[config.mk]
export PLATFORM = sky130hd
export DESIGN_NAME = flash_cmd_ctrl
export DESIGN_NICKNAME = d
export VERILOG_FILES = /design/src/rtl/flash_cmd_pkg.sv /design/src/rtl/fcs_bus_sampler.sv /design/src/rtl/fcs_cmd_fsm.sv /design/src/rtl/fcs_array.sv /design/src/rtl/flash_cmd_ctrl.sv
export SDC_FILE = /design/constraint.sdc
export NUM_CORES = 1
export LEC_CHECK = 0
export ABC_AREA = 0
export BUFFER_PORTS_ARGS = -buffer_cell sky130_fd_sc_hd__buf_2
export CAP_MARGIN = 0
export CORE_ASPECT_RATIO = 0.5
export CORE_UTILIZATION = 60
export DETAILED_ROUTE_END_ITERATION = 10
export GPL_TIMING_DRIVEN = 0
export PLACE_DENSITY = 0.78
export SKIP_LAST_GASP = 1
export SLEW_MARGIN = 25
export SYNTH_ARGS = -nofsm -noshare
export SYNTH_HDL_FRONTEND = slang
export SYNTH_HIERARCHICAL = 1
export SYNTH_SLANG_ARGS = --single-unit
[constraint.sdc]
create_clock -name clk -period 3.3 [get_ports clk]
set_clock_uncertainty 0.05 [all_clocks]
set_input_delay 0.66 -clock clk [delete_from_list [all_inputs] [get_ports clk]]
set_output_delay 0.66 -clock clk [all_outputs]
set_load 0.05 [all_outputs]
[src/rtl/flash_cmd_pkg.sv]
package flash_cmd_pkg;

    typedef enum logic [3:0] {
        ST_READ,
        ST_UNLOCK_A,
        ST_UNLOCK_B,
        ST_PROG_ARM,
        ST_ERASE_ARM,
        ST_ERASE_UNLOCK_A,
        ST_ERASE_UNLOCK_B,
        ST_ID_MODE,
        ST_PROG_BUSY,
        ST_ERASE_BUSY
    } cmd_state_t;

    localparam logic [15:0] KEY_ADDR_A = 16'h5555;
    localparam logic [15:0] KEY_ADDR_B = 16'h2AAA;
    localparam logic [7:0]  KEY_A      = 8'hAA;
    localparam logic [7:0]  KEY_B      = 8'h55;
    localparam logic [7:0]  OP_ID      = 8'h90;
    localparam logic [7:0]  OP_PROG    = 8'hA0;
    localparam logic [7:0]  OP_ERASE   = 8'h80;
    localparam logic [7:0]  OP_CHIP    = 8'h10;

    localparam logic [6:0]  ID_MAKER   = 7'h01;
    localparam logic [6:0]  ID_PART    = 7'h20;
    localparam logic [6:0]  ID_PROTECT = 7'h00;

endpackage

[src/rtl/fcs_bus_sampler.sv]
module fcs_bus_sampler #(
    parameter int ADDR_W = 15
) (
    input  logic              clk,
    input  logic              rst_n,
    input  logic              cs_n,
    input  logic              we_n,
    input  logic [ADDR_W-1:0] addr,
    input  logic [7:0]        din,
    output logic              wr_stb,
    output logic [ADDR_W-1:0] wr_addr,
    output logic [7:0]        wr_data
);

    logic wr_act;
    logic wr_act_q;

    assign wr_act = ~cs_n & ~we_n;

    always_ff @(posedge clk) begin
        if (!rst_n) begin
            wr_act_q <= 1'b0;
            wr_stb   <= 1'b0;
            wr_addr  <= '0;
            wr_data  <= '0;
        end else begin
            wr_act_q <= wr_act;
            wr_stb   <= wr_act_q & ~wr_act;
            if (wr_act && !wr_act_q) begin
                wr_addr <= addr;
            end
            if (wr_act) begin
                wr_data <= din;
            end
        end
    end

    // a strobe means a write was active two clocks back and ended one clock back
    a_r11_stb_after_cycle: assert property (@(posedge clk) disable iff (!rst_n)
        wr_stb |-> ($past(~cs_n & ~we_n, 2) && !$past(~cs_n & ~we_n, 1)));

    a_r11_stb_single: assert property (@(posedge clk) disable iff (!rst_n)
        wr_stb |=> !wr_stb);

endmodule

[src/rtl/fcs_cmd_fsm.sv]
module fcs_cmd_fsm
    import flash_cmd_pkg::*;
#(
    parameter int ADDR_W       = 15,
    parameter int IDX_W        = 4,
    parameter int PROG_CYCLES  = 16,
    parameter int ERASE_CYCLES = 64
) (
    input  logic              clk,
    input  logic              rst_n,
    input  logic              wr_stb,
    input  logic [ADDR_W-1:0] wr_addr,
    input  logic [7:0]        wr_data,
    output cmd_state_t        state,
    output logic              prog_en,
    output logic              erase_en,
    output logic [IDX_W-1:0]  pgm_idx,
    output logic [7:0]        pgm_data
);

    localparam int MAX_CYC = (PROG_CYCLES > ERASE_CYCLES) ? PROG_CYCLES : ERASE_CYCLES;
    localparam int CNT_W   = $clog2(MAX_CYC + 1);
    localparam logic [ADDR_W-1:0] ADR_A = ADDR_W'(KEY_ADDR_A);
    localparam logic [ADDR_W-1:0] ADR_B = ADDR_W'(KEY_ADDR_B);

    cmd_state_t       nxt;
    logic [CNT_W-1:0] cnt;
    logic             hit_a;
    logic             hit_b;
    logic             at_cmd;
    logic             busy;

    assign hit_a  = (wr_addr == ADR_A) && (wr_data == KEY_A);
    assign hit_b  = (wr_addr == ADR_B) && (wr_data == KEY_B);
    assign at_cmd = (wr_addr == ADR_A);
    assign busy   = (state == ST_PROG_BUSY) || (state == ST_ERASE_BUSY);

    always_comb begin
        nxt = state;
        unique case (state)
            ST_READ:           if (wr_stb) nxt = hit_a ? ST_UNLOCK_A : ST_READ;
            ST_UNLOCK_A:       if (wr_stb) nxt = hit_b ? ST_UNLOCK_B : ST_READ;
            ST_UNLOCK_B: begin
                if (wr_stb) begin
                    if (at_cmd && wr_data == OP_ID)         nxt = ST_ID_MODE;
                    else if (at_cmd && wr_data == OP_PROG)  nxt = ST_PROG_ARM;
                    else if (at_cmd && wr_data == OP_ERASE) nxt = ST_ERASE_ARM;
                    else                                    nxt = ST_READ;
                end
            end
            ST_PROG_ARM:       if (wr_stb) nxt = ST_PROG_BUSY;
            ST_ERASE_ARM:      if (wr_stb) nxt = hit_a ? ST_ERASE_UNLOCK_A : ST_READ;
            ST_ERASE_UNLOCK_A: if (wr_stb) nxt = hit_b ? ST_ERASE_UNLOCK_B : ST_READ;
            ST_ERASE_UNLOCK_B: begin
                if (wr_stb) nxt = (at_cmd && wr_data == OP_CHIP) ? ST_ERASE_BUSY : ST_READ;
            end
            ST_ID_MODE:        if (wr_stb) nxt = ST_READ;
            ST_PROG_BUSY:      if (cnt == '0) nxt = ST_READ;
            ST_ERASE_BUSY:     if (cnt == '0) nxt = ST_READ;
            default:           nxt = ST_READ;
        endcase
    end

    always_ff @(posedge clk) begin
        if (!rst_n) begin
            state    <= ST_READ;
            cnt      <= '0;
            pgm_idx  <= '0;
            pgm_data <= '0;
        end else begin
            state <= nxt;
            if (state == ST_PROG_ARM && wr_stb) begin
                cnt      <= CNT_W'(PROG_CYCLES - 1);
                pgm_idx  <= wr_addr[IDX_W-1:0];
                pgm_data <= wr_data;
            end else if (state == ST_ERASE_UNLOCK_B && nxt == ST_ERASE_BUSY) begin
                cnt <= CNT_W'(ERASE_CYCLES - 1);
            end else if (busy && cnt != '0) begin
                cnt <= cnt - 1'b1;
            end
        end
    end

    always_comb begin
        prog_en  = (state == ST_PROG_BUSY)  && (cnt == '0);
        erase_en = (state == ST_ERASE_BUSY) && (cnt == '0);
    end

    // a running operation is not left early, whatever writes arrive
    a_r9_prog_holds: assert property (@(posedge clk) disable iff (!rst_n)
        (state == ST_PROG_BUSY && cnt != '0) |=> state == ST_PROG_BUSY);

    a_r9_erase_holds: assert property (@(posedge clk) disable iff (!rst_n)
        (state == ST_ERASE_BUSY && cnt != '0) |=> state == ST_ERASE_BUSY);

    // a wrong second unlock write returns to read mode
    a_r10_abort_unlock: assert property (@(posedge clk) disable iff (!rst_n)
        (state == ST_UNLOCK_A && wr_stb && !hit_b) |=> state == ST_READ);

    // leaving the erase state always coincides with the array fill
    a_r8_erase_exit: assert property (@(posedge clk) disable iff (!rst_n)
        $fell(state == ST_ERASE_BUSY) |-> $past(erase_en));

endmodule

[src/rtl/fcs_array.sv]
module fcs_array #(
    parameter int IDX_W = 4
) (
    input  logic             clk,
    input  logic             rst_n,
    input  logic             prog_en,
    input  logic [IDX_W-1:0] prog_idx,
    input  logic [7:0]       prog_data,
    input  logic             erase_en,
    input  logic [IDX_W-1:0] rd_idx,
    output logic [7:0]       rd_data
);

    localparam int DEPTH = 1 << IDX_W;

    logic [7:0] mem [DEPTH];

    always_ff @(posedge clk) begin
        if (!rst_n || erase_en) begin
            for (int k = 0; k < DEPTH; k++) begin
                mem[k] <= 8'hFF;
            end
        end else if (prog_en) begin
            mem[prog_idx] <= mem[prog_idx] & prog_data;
        end
    end

    assign rd_data = mem[rd_idx];

    // a program never turns a 0 bit into a 1
    a_r7_no_bit_set: assert property (@(posedge clk) disable iff (!rst_n)
        prog_en |=> ((mem[$past(prog_idx)] & ~$past(mem[prog_idx])) == 8'h00));

    // after the fill any byte reads erased
    a_r8_erased: assert property (@(posedge clk) disable iff (!rst_n)
        erase_en |=> (mem[rd_idx] == 8'hFF));

    a_r8_one_op: assert property (@(posedge clk) disable iff (!rst_n)
        $onehot0({prog_en, erase_en}));

endmodule

[src/rtl/flash_cmd_ctrl.sv]
module flash_cmd_ctrl
    import flash_cmd_pkg::*;
#(
    parameter int ADDR_W       = 15,
    parameter int IDX_W        = 4,
    parameter int PROG_CYCLES  = 16,
    parameter int ERASE_CYCLES = 64
) (
    input  logic              clk,
    input  logic              rst_n,
    input  logic              cs_n,
    input  logic              we_n,
    input  logic              oe_n,
    input  logic [ADDR_W-1:0] addr,
    input  logic [7:0]        din,
    output logic [7:0]        dout,
    output logic              dout_en
);

    logic              wr_stb;
    logic [ADDR_W-1:0] wr_addr;
    logic [7:0]        wr_data;
    cmd_state_t        state;
    logic              prog_en;
    logic              erase_en;
    logic [IDX_W-1:0]  pgm_idx;
    logic [7:0]        pgm_data;
    logic [7:0]        arr_byte;
    logic [6:0]        id_low;
    logic [7:0]        rd_byte;

    fcs_bus_sampler #(.ADDR_W(ADDR_W)) u_bus (
        .clk     (clk),
        .rst_n   (rst_n),
        .cs_n    (cs_n),
        .we_n    (we_n),
        .addr    (addr),
        .din     (din),
        .wr_stb  (wr_stb),
        .wr_addr (wr_addr),
        .wr_data (wr_data)
    );

    fcs_cmd_fsm #(
        .ADDR_W       (ADDR_W),
        .IDX_W        (IDX_W),
        .PROG_CYCLES  (PROG_CYCLES),
        .ERASE_CYCLES (ERASE_CYCLES)
    ) u_fsm (
        .clk      (clk),
        .rst_n    (rst_n),
        .wr_stb   (wr_stb),
        .wr_addr  (wr_addr),
        .wr_data  (wr_data),
        .state    (state),
        .prog_en  (prog_en),
        .erase_en (erase_en),
        .pgm_idx  (pgm_idx),
        .pgm_data (pgm_data)
    );

    fcs_array #(.IDX_W(IDX_W)) u_arr (
        .clk       (clk),
        .rst_n     (rst_n),
        .prog_en   (prog_en),
        .prog_idx  (pgm_idx),
        .prog_data (pgm_data),
        .erase_en  (erase_en),
        .rd_idx    (addr[IDX_W-1:0]),
        .rd_data   (arr_byte)
    );

    always_comb begin
        unique case (addr[1:0])
            2'd0:    id_low = ID_MAKER;
            2'd1:    id_low = ID_PART;
            default: id_low = ID_PROTECT;
        endcase
    end

    always_comb begin
        unique case (state)
            ST_PROG_BUSY:  rd_byte = {~pgm_data[7], 7'b0};
            ST_ERASE_BUSY: rd_byte = 8'h00;
            ST_ID_MODE:    rd_byte = {~^id_low, id_low};
            default:       rd_byte = arr_byte;
        endcase
        dout_en = ~cs_n & ~oe_n & we_n;
        dout    = dout_en ? rd_byte : 8'h00;
    end

    // identifier bytes carry odd parity
    a_r4_id_parity: assert property (@(posedge clk) disable iff (!rst_n)
        (state == ST_ID_MODE && dout_en) |-> (^dout == 1'b1));

endmodule

==> results of run 1 <==
==> layout make-up <==
type                            count  area share, %
Multi-Input combinational cell    565           40.3
Inverter                            6          0.209
Clock inverter                     14           1.86
Timing Repair Buffer               41           2.53
Clock buffer                       18           3.98
Tap cell                          204           2.37
Buffer                             62           4.24
Sequential cell                   176           44.5
==> cells by family after synthesis <==
family / count (synthesis) / share of synthesized area [%]
AND/OR/NAND/NOR: 342 / 19.9
flip-flops: 176 / 50.2
multiplexers: 119 / 18.6
AO/OA/AOI/OAI: 97 / 5.88
buffers and inverters: 68 / 4.73
XOR/XNOR: 6 / 0.549
adder cells (fa/ha/maj): 1 / 0.131
==> registers in the layout (all words and copies together), names as in the netlist <==
signal          flops
u_fsm/state         4
u_bus/wr_data       8
u_bus/wr_act_q      1
u_arr/mem         128
u_fsm/pgm_idx       4
u_bus/wr_addr      15
u_fsm/cnt           7
u_bus/wr_stb        1
u_fsm/pgm_data      8
==> power groups by stage <==
stage	registers, uW	logic [uW]	clock network (uW)
after floorplan	2540	245	0
after global placement	2560	350	0
after detailed placement	2570	357	0
after CTS	2520	364	2190
after global routing	2530	411	2270
final	2520	395	2200
==> metal layers <==
layer | vias to the layer above | track usage (%) | routed length (um)
met4 | 4 | 19.7 | 1730
li1 | 3213 | - | -
met3 | 156 | 11.4 | 4720
met5 | - | 0 | 27
met2 | 658 | 53.1 | 12500
met1 | 3673 | 48.2 | 10800
==> repair_timing <==
item,CTS,global route
endpoints found under the setup margin,162,150
gates resized for setup,16,35
buffers inserted,1,2
pin swaps,0,1
cloned,0,2
==> critical path, cell delays in order <==
cell and delay (ps):
clkbuf_4 170, buf_12 160, buf_12 170, mux4_1 600, mux4_2 460, and2_1 180
buf_2 210
==> worst min-delay path by stage <==
stage | cells past startpoint | end | from
final | 3 | u_bus/wr_addr[10]$_SDFFE_PN0P_ | addr[10]
after detailed placement | 2 | u_fsm/pgm_idx[1]$_SDFFE_PN0P_ | u_fsm/pgm_idx[1]$_SDFFE_PN0P_
after CTS | 3 | u_bus/wr_addr[10]$_SDFFE_PN0P_ | addr[10]
after global placement | 2 | u_bus/wr_addr[11]$_SDFFE_PN0P_ | u_bus/wr_addr[11]$_SDFFE_PN0P_
after floorplan | 2 | u_fsm/pgm_idx[1]$_SDFFE_PN0P_ | u_fsm/pgm_idx[1]$_SDFFE_PN0P_
after global routing | 3 | u_bus/wr_addr[10]$_SDFFE_PN0P_ | addr[10]
==> per-stage QoR <==
stage          power [uW]  hold slack [ps]
6_report             5120              422
2_1_floorplan        2790              383
4_1_cts              5080              418
3_3_place_gp         2910              403
3_5_place_dp         2920              402
5_1_grt              5210              443
==> placed cells by master (no fill, tap or decap), types with 8 or more instances in the layout <==
master,count
nand3_1,145
edfxtp_1,128
nand2_1,85
mux2i_1,79
buf_2,53
dfxtp_1,48
a21oi_1,41
mux4_2,28
clkbuf_16,19
a22oi_1,16
nor2_1,15
buf_4,13
nand2b_1,13
clkbuf_1,12
buf_6,12
mux4_1,12
o21ai_0,12
nand3_2,8
==> run_results.csv, run 1 <==
group,metric,value,unit
outcome,status,"finished, violations left",
outcome,failed_checks,"negative setup slack",
synthesis,ys_ff_latch,176,
cells_and_area,ff_latch_area,0.00480,mm2
critical_path,startpoint,"addr[0]",
grt,grt_first_pass_wirelength,42.8,mm
synthesis,synth_top_area_share,40.2,%
cells_and_area,multi_input_area,0.00435,mm2
synthesis,synthArstFlopShare,0,%
power_and_ir_drop,combPwrFrac,7.7,%
grt,grt_max_degree,17,
clock_tree,root_buffer,"clkbuf_16",
cells_and_area,layout.cells.non_filler,1086,
critical_path,cp-endpoint,"dout[1]",
sta,min_period,3320,ps
sta,slew_violations,0,
critical_path,crit_path_max_fanout,10,
sta,hold_viol,0,
grt,overflow,0,
critical_path,worst-setup-path-type,"in2out",
synthesis,synth_largest_area_cell,"edfxtp_1",
cells_and_area,drive_gt1_share,21.8,%
cells_and_area,utilization,69.6,%
critical_path,endpoint_kind,"primary output",
synthesis,netlist_top_cells_count,"nand3_1, edfxtp_1, nand2_1, mux2i_1, dfxtp_1",
drt,wl_per_cell,27.4,um
clock_tree,hold_buffers,0,
placement,dp_cells,1049,
clock_tree,cts_buffer_depth,2,
drt,drc_errors,0,
power_and_ir_drop,p_switching,1200,uW
sta,rsz0062_at_grt,"yes",
clock_tree,clk_pin_slew,70,ps
grt,antenna_found_initial,2,
floorplanning,die_width,181,um
cells_and_area,n_antenna_cell,0,
min_path,hold_path.class,"in2reg",
cells_and_area,final_area,0.0108,mm2
synthesis,yosysMostFrequentCell,"nand3_1",
floorplanning,coreArea,0.0155,mm2
power_and_ir_drop,netSwitchingFraction,23.4,%
floorplanning,num_rows,32,
drt,ant_nets,0,
placement,dp_hpwl,20.2,mm
clock_tree,clock_sinks,176,
critical_path,critPathLaunchType,"input pin",
critical_path,cp.arrival,2610,ps
flow_run,max_cap_viol_count,0,
drt,finalWirelength,29.8,mm
floorplanning,floorplan.die_area,0.0165,mm2
sta,setup_viol,8,
placement,pre_cts_slack,-425,ps
critical_path,r2r-end,"u_arr/mem[0][5]$_SDFFCE_PN1P_",
floorplanning,io_pins,37,
synthesis,seq_area_frac_synth,50.2,%
sta,setup_tns,-56.7,ps
synthesis,yosys_warnings,6,
critical_path,rr_worst_depth,10,
sta,min_period_over_period,101,%
critical_path,r2r_start,"u_fsm/cnt[0]$_SDFFE_PN0P_",
floorplanning,die_h,91.3,um
synthesis,synth_nets,838,
cells_and_area,fin_nets,898,
clock_tree,cts_tree,"built",
synthesis,synth_top_flop_cell,"edfxtp_1",
grt,grt_pass1_vias,7121,
clock_tree,htree_num_levels,4,
cells_and_area,nFillCells,1122,
drt,dr_total_vias,7704,
placement,port_buffers,36,
synthesis,ys_types,64,
power_and_ir_drop,p_leak,0.00356,uW
critical_path,rrSetupSlack,-10,ps
drt,viasPerCell,7.09,
clock_tree,worstSkewPairLatency,430,ps
sta,max_freq,301,MHz
synthesis,avgSynthCellArea,11.8,um2
power_and_ir_drop,powerDensity,474,mW/mm2
placement,placedInstanceArea,0.0100,mm2
power_and_ir_drop,pwr-share-clk,42.9,%
cells_and_area,area_growth,12.7,%
grt,grt.total_usage,36.2,%
synthesis,synth_edf_count,128,
sta,setup_ws,-22.6,ps
sta,worst_pin_slew,1020,ps
sta,relSlewSlack,31.6,%
power_and_ir_drop,peakVddDrop,361,uV
clock_tree,cts_buffers,17,
power_and_ir_drop,seqPwrFrac,49.3,%
synthesis,syn_area,0.00957,mm2
floorplanning,start_util,61.8,%
placement,gp_congestion,1.02,
synthesis,synthCells,809,
critical_path,required,2590,ps
synthesis,yosys-top-cells-area,"edfxtp_1, dfxtp_1, mux2i_1",
drt,first_pass_iters,8,
power_and_ir_drop,p_int,3920,uW
drt,drt_iter0_drc,1205,
Power figures use the tool's default switching activity.
==> run 2: changes to the inputs <==
--- a/config.mk
+++ b/config.mk
@@ -9,10 +9,9 @@
 export BUFFER_PORTS_ARGS = -buffer_cell sky130_fd_sc_hd__buf_2
 export CAP_MARGIN = 0
 export CORE_ASPECT_RATIO = 0.5
-export CORE_UTILIZATION = 60
+export CORE_UTILIZATION = 25
 export DETAILED_ROUTE_END_ITERATION = 10
 export GPL_TIMING_DRIVEN = 0
-export PLACE_DENSITY = 0.78
 export SKIP_LAST_GASP = 1
 export SLEW_MARGIN = 25
 export SYNTH_ARGS = -nofsm -noshare
==> run_results.csv, run 2 (synthesized netlist as in run 1, its figures left out) <==
group,metric,value,unit
drt,drt-met1-wl,12.0,mm
critical_path,crit_family,"simple AND/OR/NAND/NOR gates",
min_path,hold_path.class,"reg2reg",
cells_and_area,layout_commonest_cell,"nand3_1",
power_and_ir_drop,seqPwrFrac,49.6,%
critical_path,crit_chain,"inv_1 > ha_1 > nand2b_1 > nor4_1 > nand2_1 > nor3_2 > nand4b_2 > nor2_1 > nand3_1",
critical_path,critPathLaunchType,"flip-flop",
flow_run,max_cap_viol_count,0,
placement,pre_cts_slack,-571,ps
sta,rsz0062_at_grt,"yes",
cells_and_area,nFillCells,3820,
placement,gp_congestion,0.954,
cells_and_area,layout_common_cells,"nand3_1, edfxtp_1, nand2_1",
grt,antenna_found_initial,0,
drt,ant_nets,0,
placement,dp_hpwl,22.0,mm
drt,viasPerCell,5.27,
sta,worst_pin_slew,954,ps
critical_path,rrSetupSlack,-80,ps
cells_and_area,drive_gt1_share,22.4,%
power_and_ir_drop,combPwrFrac,7.8,%
grt,grt_max_degree,17,
floorplanning,die_h,140,um
clock_tree,cts_buffers,17,
drt,drt_iter0_drc,800,
drt,finalWirelength,30.4,mm
clock_tree,cts_buffer_depth,2,
drt,wl_per_cell,21.9,um
clock_tree,clk_pin_slew,70,ps
drt,wl_met2,14.6,mm
power_and_ir_drop,powerDensity,453,mW/mm2
clock_tree,htree_num_levels,4,
sta,whs,407,ps
sta,setup_viol,17,
sta,relSlewSlack,36.2,%
power_and_ir_drop,netSwitchingFraction,22.9,%
critical_path,r2r_start,"u_fsm/cnt[0]$_SDFFE_PN0P_",
floorplanning,coreArea,0.0375,mm2
critical_path,worstPathBufferInverterCount,1,
cells_and_area,fin_nets,909,
grt,grt_first_pass_wirelength,44.7,mm
power_and_ir_drop,p_int,3920,uW
cells_and_area,multi_input_area,0.00432,mm2
floorplanning,floorplan.die_area,0.0391,mm2
power_and_ir_drop,peakVddDrop,419,uV
floorplanning,io_pins,37,
sta,setup_ws,-78.5,ps
power_and_ir_drop,p_leak,0.00361,uW
power_and_ir_drop,p_switching,1170,uW
cells_and_area,reg_top3,"u_arr/mem (128), u_bus/wr_addr (15)",
min_path,hold_path_end,"u_fsm/pgm_idx[1]$_SDFFE_PN0P_",
sta,slew_violations,0,
cells_and_area,area_growth,17.3,%
grt,grt.total_usage,15.6,%
drt,drc_errors,0,
placement,port_buffers,36,
cells_and_area,n_antenna_cell,0,
outcome,status,"finished, violations left",
grt,overflow,0,
clock_tree,root_buffer,"clkbuf_16",
drt,first_pass_iters,6,
floorplanning,num_rows,50,
critical_path,worst-setup-path-type,"reg2reg",
min_path,hold_depth,2,
clock_tree,clock_sinks,176,
cells_and_area,utilization,29.9,%
clock_tree,worstSkewPairLatency,430,ps
critical_path,crit_path_max_fanout,8,
floorplanning,start_util,25.5,%
power_and_ir_drop,power,5080,uW
cells_and_area,largest_reg_flops,128,
outcome,failed_checks,"negative setup slack",
critical_path,required,3380,ps
critical_path,max_stage_delay,840,ps
sta,max_freq,296,MHz
clock_tree,cts_tree,"built",
drt,top_layer,"met4",
drt,dr_total_vias,7307,
critical_path,rr_worst_depth,9,
cells_and_area,top_register,"u_arr/mem",
critical_path,cp.arrival,3460,ps
critical_path,r2r-end,"u_arr/mem[14][4]$_SDFFCE_PN1P_",
power_and_ir_drop,pwr-share-clk,42.5,%
critical_path,endpoint_kind,"flip-flop",
sta,hold_viol,0,
sta,min_period_over_period,102,%
min_path,hold_start,"u_fsm/pgm_idx[1]$_SDFFE_PN0P_",
cells_and_area,ff_latch_area,0.00480,mm2
floorplanning,die_width,279,um
drt,routed-wl-met3,3.03,mm
clock_tree,hold_buffers,0,
grt,grt_pass1_vias,7086,
critical_path,crit_slowest_cell,"nor2_1",
sta,min_period,3380,ps
==> run 2: how the worst max path moves through the flow <==
stage / from / end / slack [ps] / cells after the start
floorplan: addr[0] / dout[0] / 310 / 6
global placement: u_fsm/cnt[0]$_SDFFE_PN0P_ / u_arr/mem[6][0]$_SDFFCE_PN1P_ / -700 / 8
detailed placement: u_fsm/cnt[0]$_SDFFE_PN0P_ / u_arr/mem[2][5]$_SDFFCE_PN1P_ / -570 / 9
CTS: addr[0] / dout[2] / -40 / 7
global route: u_fsm/cnt[0]$_SDFFE_PN0P_ / u_arr/mem[14][4]$_SDFFCE_PN1P_ / -130 / 11
finish: u_fsm/cnt[0]$_SDFFE_PN0P_ / u_arr/mem[14][4]$_SDFFCE_PN1P_ / -80 / 9
==> run 2: final cells by class <==
type	instances	area share [%]
Inverter	6	0.201
Buffer	62	4.03
Sequential cell	176	42.8
Tap cell	494	5.51
Clock inverter	15	1.82
Timing Repair Buffer	52	3.37
Clock buffer	17	3.79
Multi-Input combinational cell	565	38.5
==> run 2: worst reg2reg max path, stage by stage, from the launching register on <==
cell      delay, ps
dfxtp_1         330
inv_1            60
ha_1            160
nand2b_1        100
nor4_1          260
nand2_1         160
nor3_2          540
nand4b_2        400
nor2_1          840
nand3_1         190
==> run 2: metrics by stage <==
| step | area (um2) | TNS, ps | cells |
|---|---|---|---|
| floorplan | 9570 | 0 | 809 |
| global placement | 10400 | -70860 | 1339 |
| detailed placement | 10400 | -30150 | 1346 |
| CTS | 11100 | -57.4 | 1378 |
| global route | 11200 | -3870 | 1387 |
| finish | 11200 | -551 | 1387 |
==> run 2: routing by layer <==
metal  track usage, %  vias to the layer above
met3             3.72                       34
met5                0                        -
met2             26.2                      389
met1             19.8                     3645
met4             4.74                        0
li1                 -                     3239
==> run 2: what timing repair did <==
action,in CTS,in global routing
gates cloned,0,3
setup endpoints to repair,188,103
buffers inserted,0,6
gates resized for setup,27,18
pin swaps,0,2
==> run 2: power groups by stage <==
stage	logic, uW	clock network, uW	registers, uW
CTS	379	2200	2520
global route	418	2290	2530
floorplan	245	0	2540
global placement	359	0	2560
finish	399	2160	2520
detailed placement	370	0	2570
